### src/rtl/map_pkg.sv
package map_pkg;
  localparam int unsigned MAP_PAGES   = 4;
  localparam int unsigned MAP_FRAMES  = 2;
  localparam int unsigned PAGE_OFF_W  = 14;
  localparam int unsigned SEG_OFF_W   = 12;
  localparam logic [3:0]  FIXED_HOLE  = 4'h3;
  localparam logic [7:0]  BANK_HI_LO  = 8'h60;
  localparam logic [7:0]  BANK_HI_HI  = 8'h63;
  localparam logic [7:0]  FRAME_HI_LO = 8'h65;
  localparam logic [7:0]  FRAME_HI_HI = 8'h66;
  localparam logic [7:0]  CFG_HI      = 8'h67;

  typedef enum logic [1:0] {
    RGN_NONE  = 2'd0,
    RGN_BANK  = 2'd1,
    RGN_FRAME = 2'd2,
    RGN_CFG   = 2'd3
  } reg_rgn_e;
endpackage

### src/rtl/map_rstsync.sv
module map_rstsync (
  input  logic clk,
  input  logic rst_n,
  output logic rst_sync_n
);
  logic [1:0] sync_q;

  always_ff @(posedge clk or negedge rst_n) begin
    if (!rst_n) sync_q <= 2'b00;
    else        sync_q <= {sync_q[0], 1'b1};
  end

  assign rst_sync_n = sync_q[1];
endmodule

### src/rtl/map_regs.sv
module map_regs
  import map_pkg::*;
#(
  parameter int unsigned DATA_W = 8,
  parameter int unsigned BANK_W = 5
) (
  input  logic                         clk,
  input  logic                         rst_n,
  input  logic                         bank_we_i,
  input  logic [1:0]                   bank_idx_i,
  input  logic                         frame_we_i,
  input  logic                         frame_idx_i,
  input  logic [DATA_W-1:0]            wdata_i,
  output logic [MAP_PAGES*BANK_W-1:0]  banks_o,
  output logic [MAP_FRAMES*DATA_W-1:0] frames_o
);
  logic [BANK_W-1:0] bank_q [MAP_PAGES];
  logic [BANK_W-1:0] bank_d [MAP_PAGES];
  logic [DATA_W-1:0] frame_q [MAP_FRAMES];
  logic [DATA_W-1:0] frame_d [MAP_FRAMES];

  always_comb begin
    for (int i = 0; i < MAP_PAGES; i++) begin
      bank_d[i] = bank_q[i];
      if (bank_we_i && (bank_idx_i == 2'(i))) bank_d[i] = wdata_i[BANK_W-1:0];
    end
    for (int j = 0; j < MAP_FRAMES; j++) begin
      frame_d[j] = frame_q[j];
      if (frame_we_i && (frame_idx_i == 1'(j))) frame_d[j] = wdata_i;
    end
  end

  genvar g;
  generate
    for (g = 0; g < MAP_PAGES; g++) begin : g_bank
      always_ff @(posedge clk or negedge rst_n) begin
        if (!rst_n)         bank_q[g] <= BANK_W'(g);
        else if (bank_we_i) bank_q[g] <= bank_d[g];
      end
      assign banks_o[g*BANK_W +: BANK_W] = bank_q[g];

      // written value visible in the next cycle
      a_r3_bank_load: assert property (@(posedge clk) disable iff (!rst_n)
        (bank_we_i && bank_idx_i == 2'(g)) |=> (banks_o[g*BANK_W +: BANK_W] == $past(wdata_i[BANK_W-1:0])));
    end
    for (g = 0; g < MAP_FRAMES; g++) begin : g_frame
      always_ff @(posedge clk or negedge rst_n) begin
        if (!rst_n)          frame_q[g] <= DATA_W'(g);
        else if (frame_we_i) frame_q[g] <= frame_d[g];
      end
      assign frames_o[g*DATA_W +: DATA_W] = frame_q[g];


      a_r4_frame_load: assert property (@(posedge clk) disable iff (!rst_n)
        (frame_we_i && frame_idx_i == 1'(g)) |=> (frames_o[g*DATA_W +: DATA_W] == $past(wdata_i)));
    end
  endgenerate

  // registers hold without a load
  a_r3_bank_hold: assert property (@(posedge clk) disable iff (!rst_n)
    (!bank_we_i) |=> $stable(banks_o));
  a_r4_frame_hold: assert property (@(posedge clk) disable iff (!rst_n)
    (!frame_we_i) |=> $stable(frames_o));
endmodule

### src/rtl/map_decode.sv
module map_decode
  import map_pkg::*;
#(
  parameter int unsigned DATA_W = 8,
  parameter int unsigned BANK_W = 5,
  parameter int unsigned SEG_W  = 3,
  localparam int unsigned FLASH_AW = BANK_W + PAGE_OFF_W,
  localparam int unsigned SRAM_AW  = SEG_W + SEG_OFF_W
) (
  input  logic [15:0]                  cpu_addr_i,
  input  logic                         cpu_rd_i,
  input  logic                         cpu_wr_i,
  input  logic                         bios_off_i,
  input  logic                         flash_wr_en_i,
  input  logic [MAP_PAGES*BANK_W-1:0]  banks_i,
  input  logic [MAP_FRAMES*DATA_W-1:0] frames_i,
  output logic [FLASH_AW-1:0]          flash_addr_o,
  output logic                         flash_cs_o,
  output logic                         flash_we_o,
  output logic [SRAM_AW-1:0]           sram_addr_o,
  output logic                         sram_cs_o,
  output logic                         sram_we_o,
  output logic                         bank_we_o,
  output logic                         frame_we_o,
  output logic                         cfg_we_o
);
  logic             hit;
  logic [SEG_W-1:0] seg;
  logic [7:0]       hi;
  reg_rgn_e         rgn;
  logic [BANK_W-1:0] cur_bank;

  assign hi = cpu_addr_i[15:8];

  always_comb begin
    hit = 1'b0;
    seg = '0;
    if (cpu_addr_i[15:12] == FIXED_HOLE) begin
      hit = 1'b1;
    end else begin
      for (int f = 0; f < MAP_FRAMES; f++) begin
        if (!hit && (cpu_addr_i[15:12] == 4'(7 + 4*f)) &&
            !frames_i[f*DATA_W + DATA_W - 1]) begin
          hit = 1'b1;
          seg = frames_i[f*DATA_W +: SEG_W];
        end
      end
    end
  end

  always_comb begin
    if (hi >= BANK_HI_LO && hi <= BANK_HI_HI)        rgn = RGN_BANK;
    else if (hi >= FRAME_HI_LO && hi <= FRAME_HI_HI) rgn = RGN_FRAME;
    else if (hi == CFG_HI)                           rgn = RGN_CFG;
    else                                             rgn = RGN_NONE;
  end

  assign cur_bank     = banks_i[cpu_addr_i[15:14]*BANK_W +: BANK_W];
  assign flash_addr_o = {cur_bank, cpu_addr_i[PAGE_OFF_W-1:0]};
  assign sram_addr_o  = {seg, cpu_addr_i[SEG_OFF_W-1:0]};

  assign sram_cs_o  = hit && (cpu_rd_i || cpu_wr_i);
  assign sram_we_o  = hit && cpu_wr_i;
  assign bank_we_o  = !hit && cpu_wr_i && (rgn == RGN_BANK);
  assign frame_we_o = !hit && cpu_wr_i && (rgn == RGN_FRAME);
  assign cfg_we_o   = !hit && cpu_wr_i && (rgn == RGN_CFG);
  assign flash_we_o = !hit && cpu_wr_i && (rgn == RGN_NONE) && !bios_off_i && flash_wr_en_i;
  assign flash_cs_o = flash_we_o || (!hit && cpu_rd_i && !bios_off_i);
endmodule

### src/rtl/cart_mapper.sv
module cart_mapper
  import map_pkg::*;
#(
  parameter int unsigned DATA_W = 8,
  parameter int unsigned BANK_W = 5,
  parameter int unsigned SEG_W  = 3,
  localparam int unsigned FLASH_AW = BANK_W + PAGE_OFF_W,
  localparam int unsigned SRAM_AW  = SEG_W + SEG_OFF_W
) (
  input  logic                clk,
  input  logic                rst_n,
  input  logic [15:0]         cpu_addr_i,
  input  logic [DATA_W-1:0]   cpu_wdata_i,
  input  logic                cpu_rd_i,
  input  logic                cpu_wr_i,
  input  logic                bios_off_i,
  input  logic                flash_wr_en_i,
  input  logic [DATA_W-1:0]   flash_rdata_i,
  input  logic [DATA_W-1:0]   sram_rdata_i,
  output logic [FLASH_AW-1:0] flash_addr_o,
  output logic                flash_cs_o,
  output logic                flash_we_o,
  output logic [SRAM_AW-1:0]  sram_addr_o,
  output logic                sram_cs_o,
  output logic                sram_we_o,
  output logic                cfg_wr_o,
  output logic [DATA_W-1:0]   cfg_data_o,
  output logic [DATA_W-1:0]   cpu_rdata_o
);
  logic                         rst_sync_n;
  logic                         bank_we, frame_we, cfg_we;
  logic [MAP_PAGES*BANK_W-1:0]  banks;
  logic [MAP_FRAMES*DATA_W-1:0] frames;

  map_rstsync u_rst (
    .clk        (clk),
    .rst_n      (rst_n),
    .rst_sync_n (rst_sync_n)
  );

  map_regs #(.DATA_W(DATA_W), .BANK_W(BANK_W)) u_regs (
    .clk         (clk),
    .rst_n       (rst_sync_n),
    .bank_we_i   (bank_we),
    .bank_idx_i  (cpu_addr_i[9:8]),
    .frame_we_i  (frame_we),
    .frame_idx_i (cpu_addr_i[9]),
    .wdata_i     (cpu_wdata_i),
    .banks_o     (banks),
    .frames_o    (frames)
  );

  map_decode #(.DATA_W(DATA_W), .BANK_W(BANK_W), .SEG_W(SEG_W)) u_dec (
    .cpu_addr_i    (cpu_addr_i),
    .cpu_rd_i      (cpu_rd_i),
    .cpu_wr_i      (cpu_wr_i),
    .bios_off_i    (bios_off_i),
    .flash_wr_en_i (flash_wr_en_i),
    .banks_i       (banks),
    .frames_i      (frames),
    .flash_addr_o  (flash_addr_o),
    .flash_cs_o    (flash_cs_o),
    .flash_we_o    (flash_we_o),
    .sram_addr_o   (sram_addr_o),
    .sram_cs_o     (sram_cs_o),
    .sram_we_o     (sram_we_o),
    .bank_we_o     (bank_we),
    .frame_we_o    (frame_we),
    .cfg_we_o      (cfg_we)
  );

  assign cfg_wr_o   = cfg_we;
  assign cfg_data_o = cpu_wdata_i;

  always_comb begin
    if (sram_cs_o)        cpu_rdata_o = sram_rdata_i;
    else if (!bios_off_i) cpu_rdata_o = flash_rdata_i;
    else                  cpu_rdata_o = {DATA_W{1'b1}};
  end

  // at most one target per access
  a_r7_one_target: assert property (@(posedge clk) disable iff (!rst_sync_n)
    $onehot0({sram_cs_o, flash_cs_o, cfg_wr_o}));
  // page offset passes through unchanged
  a_r2_offset: assert property (@(posedge clk) disable iff (!rst_sync_n)
    flash_cs_o |-> (flash_addr_o[PAGE_OFF_W-1:0] == cpu_addr_i[PAGE_OFF_W-1:0]));
  // fixed hole is always segment 0
  a_r5_fixed_hole: assert property (@(posedge clk) disable iff (!rst_sync_n)
    (cpu_rd_i && cpu_addr_i[15:12] == FIXED_HOLE) |-> (sram_cs_o && sram_addr_o[SRAM_AW-1:SEG_OFF_W] == '0));
  // disabled BIOS never sees a write
  a_r9_bios_off: assert property (@(posedge clk) disable iff (!rst_sync_n)
    bios_off_i |-> (!flash_we_o && !flash_cs_o));
  // open bus value
  a_r10_open_bus: assert property (@(posedge clk) disable iff (!rst_sync_n)
    (cpu_rd_i && !sram_cs_o && bios_off_i) |-> (cpu_rdata_o == {DATA_W{1'b1}}));
endmodule

### config.mk
export PLATFORM = sky130hd
export DESIGN_NAME = cart_mapper
export DESIGN_NICKNAME = d
export VERILOG_FILES = /design/src/rtl/map_pkg.sv /design/src/rtl/map_rstsync.sv /design/src/rtl/map_regs.sv /design/src/rtl/map_decode.sv /design/src/rtl/cart_mapper.sv
export SDC_FILE = /design/constraint.sdc
export NUM_CORES = 1
export LEC_CHECK = 0
export BUFFER_PORTS_ARGS = -buffer_cell sky130_fd_sc_hd__buf_2
export CAP_MARGIN = 40
export CELL_PAD_IN_SITES_DETAIL_PLACEMENT = 1
export CELL_PAD_IN_SITES_GLOBAL_PLACEMENT = 1
export CORE_MARGIN = 10
export CORE_UTILIZATION = 33
export DETAILED_ROUTE_END_ITERATION = 10
export PLACE_DENSITY_LB_ADDON = 0.1
export SLEW_MARGIN = 20
export SYNTH_ARGS = -nofsm -noshare
export SYNTH_HDL_FRONTEND = slang
export SYNTH_SLANG_ARGS = --single-unit
### constraint.sdc
create_clock -name clk -period 1.75 [get_ports clk]
set_input_delay 0.175 -clock clk [delete_from_list [all_inputs] [get_ports clk]]
set_output_delay 0.175 -clock clk [all_outputs]
set_load 0.02 [all_outputs]
==> summary.txt <==
Share of post-route cells with drive strength above 1: 0.625
Clock-pin slew on the worst setup and hold paths: 0.06 ns
Non-Filler Instances: 296
EDFF count, synth: 0
Clk buf depth: 2
Area grow syn2layout: 24.4%
Most used DFF post-synth: dfrtp_1
Row count: 27
Hold Vio Cnt, Final: 0
Initial DRT Pass Iterations: 4
Leading cell type in the layout, fill and taps excluded: buf_2
Core Area: 5470 sq um
Die H: 95.0 um
Min Tclk post-route: 1.83 ns
Async SR Flop Fraction: 1.00
Most frequent cells in the layout: buf_2, mux2_2, dfrtp_1
CP startpoint: u_regs.frames_o[7]
Leakage: 1.19 nW
Yosys reg bits: 30
Synth unique cells: 32
Largest net degree at the start of global routing: 29
Layout Utilization: 0.421
Worst path bufs/invs: 2
RSZ-0062 raised after global routing: yes
Antenna diode count: 0
Root Buffer Master: clkbuf_8
Final period utilization: 1.05
Fin nets: 269
Register area share after synthesis: 0.408
Initial antenna violation count: 0
Final WS setup: -0.0822 ns
Worst-case vdd ir drop: 0.523 mV
Post-DR vias/cell: 4.93
Final wirelength: 5390 um
Die area: 9020 sq um
Max Cap Viol: 0
Final Skew: 0.00246 ns
I/O Buffers: 72
Pwr Total: 1.74 mW
Top Ports: 101
Dpl ws: -0.0135 ns
Worst Path Max Fanout: 8
Post-Synthesis Cells: 167
Max Fclk: 546 MHz
Initial Utilization: 0.339
RePlAce Congestion: 0.746
Worst path slowest cell: dfrtp_1
Failing checks: negative setup slack
Worst setup SP type: register
First-pass GRT wire length: 8540 um
Final setup violation count: 10
HP Class: input pin to register
RR Startpoint: u_regs.frames_o[10]
Clock latency on the worst-skew pair: 0.28 ns
Post-Syn Area: 1850 sq um
Most used cell, CP: buf_4
Outcome: finished with violations
Post-layout instance area: 2310 sq um
PD cells: 752 nW/um^2
H-Tree Depth: 2
Setup crit end kind: primary output
Arrival @ worst endpoint: 1.66 ns
Syn nets: 213
Final ANT Viol Nets: 0
Syn Area/Cell: 11.1 sq um
Worst path required time: 1.57 ns
Crit path kind: register to primary output
Critical path, cell by cell: a21o_2, a211oi_4, buf_4, o21ai_1, buf_4
Max Slew Vio Count: 0
Post-DP Area: 2110 sq um
Dpl hpwl: 4270 um
Beginning of the worst hold path: cpu_wdata_i[7]
Placed Cells: 284
DRT iter0 DRCs: 26
Wire length per cell: 18.2 um
CP max stage delay: 0.40 ns
Count of warnings emitted by yosys: 0
DR DRC count: 0
Via count: 1,458
GRT Util Overall: 0.121
Top Family by Delay on Critical Path: compound AO/OA/AOI/OAI gates
Clock sink count: 30
Number of global-route vias before repair: 1,585
GRT overflow: 0
Die width: 95.0 um
CTS tree: yes
CTS buffer count: 5
kinds of logic after synthesis:
logic type	share of synthesized area
AND/OR/NAND/NOR	0.137
AO/OA/AOI/OAI	0.0587
other	0.00202
buffers and inverters	0.153
multiplexers	0.241
flip-flops	0.408
path summary, 6_finish.rpt:
kind / to / slack (ns) / depth (start not counted)
worst max-delay path: cpu_rdata_o[1] / -0.08 / 5
max in group asynchronous: u_regs.frames_o[8] / 1.20 / 1
worst min-delay path: u_regs.frames_o[7] / 0.16 / 2
worst max register to register: u_regs.frames_o[10] / 0.98 / 1
worst min register to register: u_regs.banks_o[6] / 0.24 / 1
min in group asynchronous: u_rst.sync_q[1] / 0.21 / 2
sequential cells by signal, summed over array words and instances, names as in the netlist:
signal           flops
u_regs.frames_o      8
u_rst.sync_q         2
u_regs.banks_o      20
cell usage after synthesis (2+ instances only):
| cell | count | area (sq um) |
|---|---|---|
| buf_2 | 2 | 10.0 |
| mux2_2 | 28 | 315 |
| nor2_1 | 11 | 41.3 |
| nand2_1 | 17 | 63.8 |
| dfrtp_1 | 25 | 626 |
| buf_4 | 34 | 255 |
| nand2b_1 | 2 | 12.5 |
| mux4_1 | 5 | 131 |
| a22o_1 | 3 | 26.3 |
| o21ai_0 | 10 | 50.1 |
| nor3_1 | 4 | 20.0 |
| dfstp_2 | 5 | 131 |
| nand3_1 | 2 | 10.0 |
stage by stage:
stage          setup TNS [ns]  hold WS [ns]
2_1_floorplan               0        -0.121
3_3_place_gp                0       -0.0404
3_5_place_dp          -0.0171       -0.0381
4_1_cts                -0.659         0.160
5_1_grt                 -1.68         0.173
6_report               -0.599         0.164
final cells by class:
type | instances | area [sq um]
Sequential cell | 30 | 757
Fill cell | 635 | 3170
Multi-Input combinational cell | 98 | 838
Inverter | 1 | 3.75
Clock buffer | 8 | 110
Timing Repair Buffer | 87 | 507
Tap cell | 72 | 90.1
where the power goes:
group	internal, mW	switching, mW	total (mW)
Sequential	0.734	0.0169	0.751
Combinational	0.152	0.191	0.343
Clock	0.396	0.245	0.641
routing by layer:
metal / global-route usage / share of wire / up-vias
met1: 0.141 / 0.39 / 730
met2: 0.208 / 0.51 / 51
met3: 0.0460 / 0.088 / 12
li1: - / - / 665
met5: 0 / 0 / -
met4: 0.0237 / 0.0078 / 0
what timing repair did:
| action | in CTS | in global routing |
|---|---|---|
| cloned | 2 | 0 |
| pin swaps | 4 | 2 |
| endpoints found under the hold margin | 2 | 0 |
| setup endpoints to repair | 12 | 13 |
| hold buffers | 1 | 0 |
| buffers inserted | 0 | 1 |
| gates resized for setup | 20 | 7 |
Power figures use the tool's default switching activity.
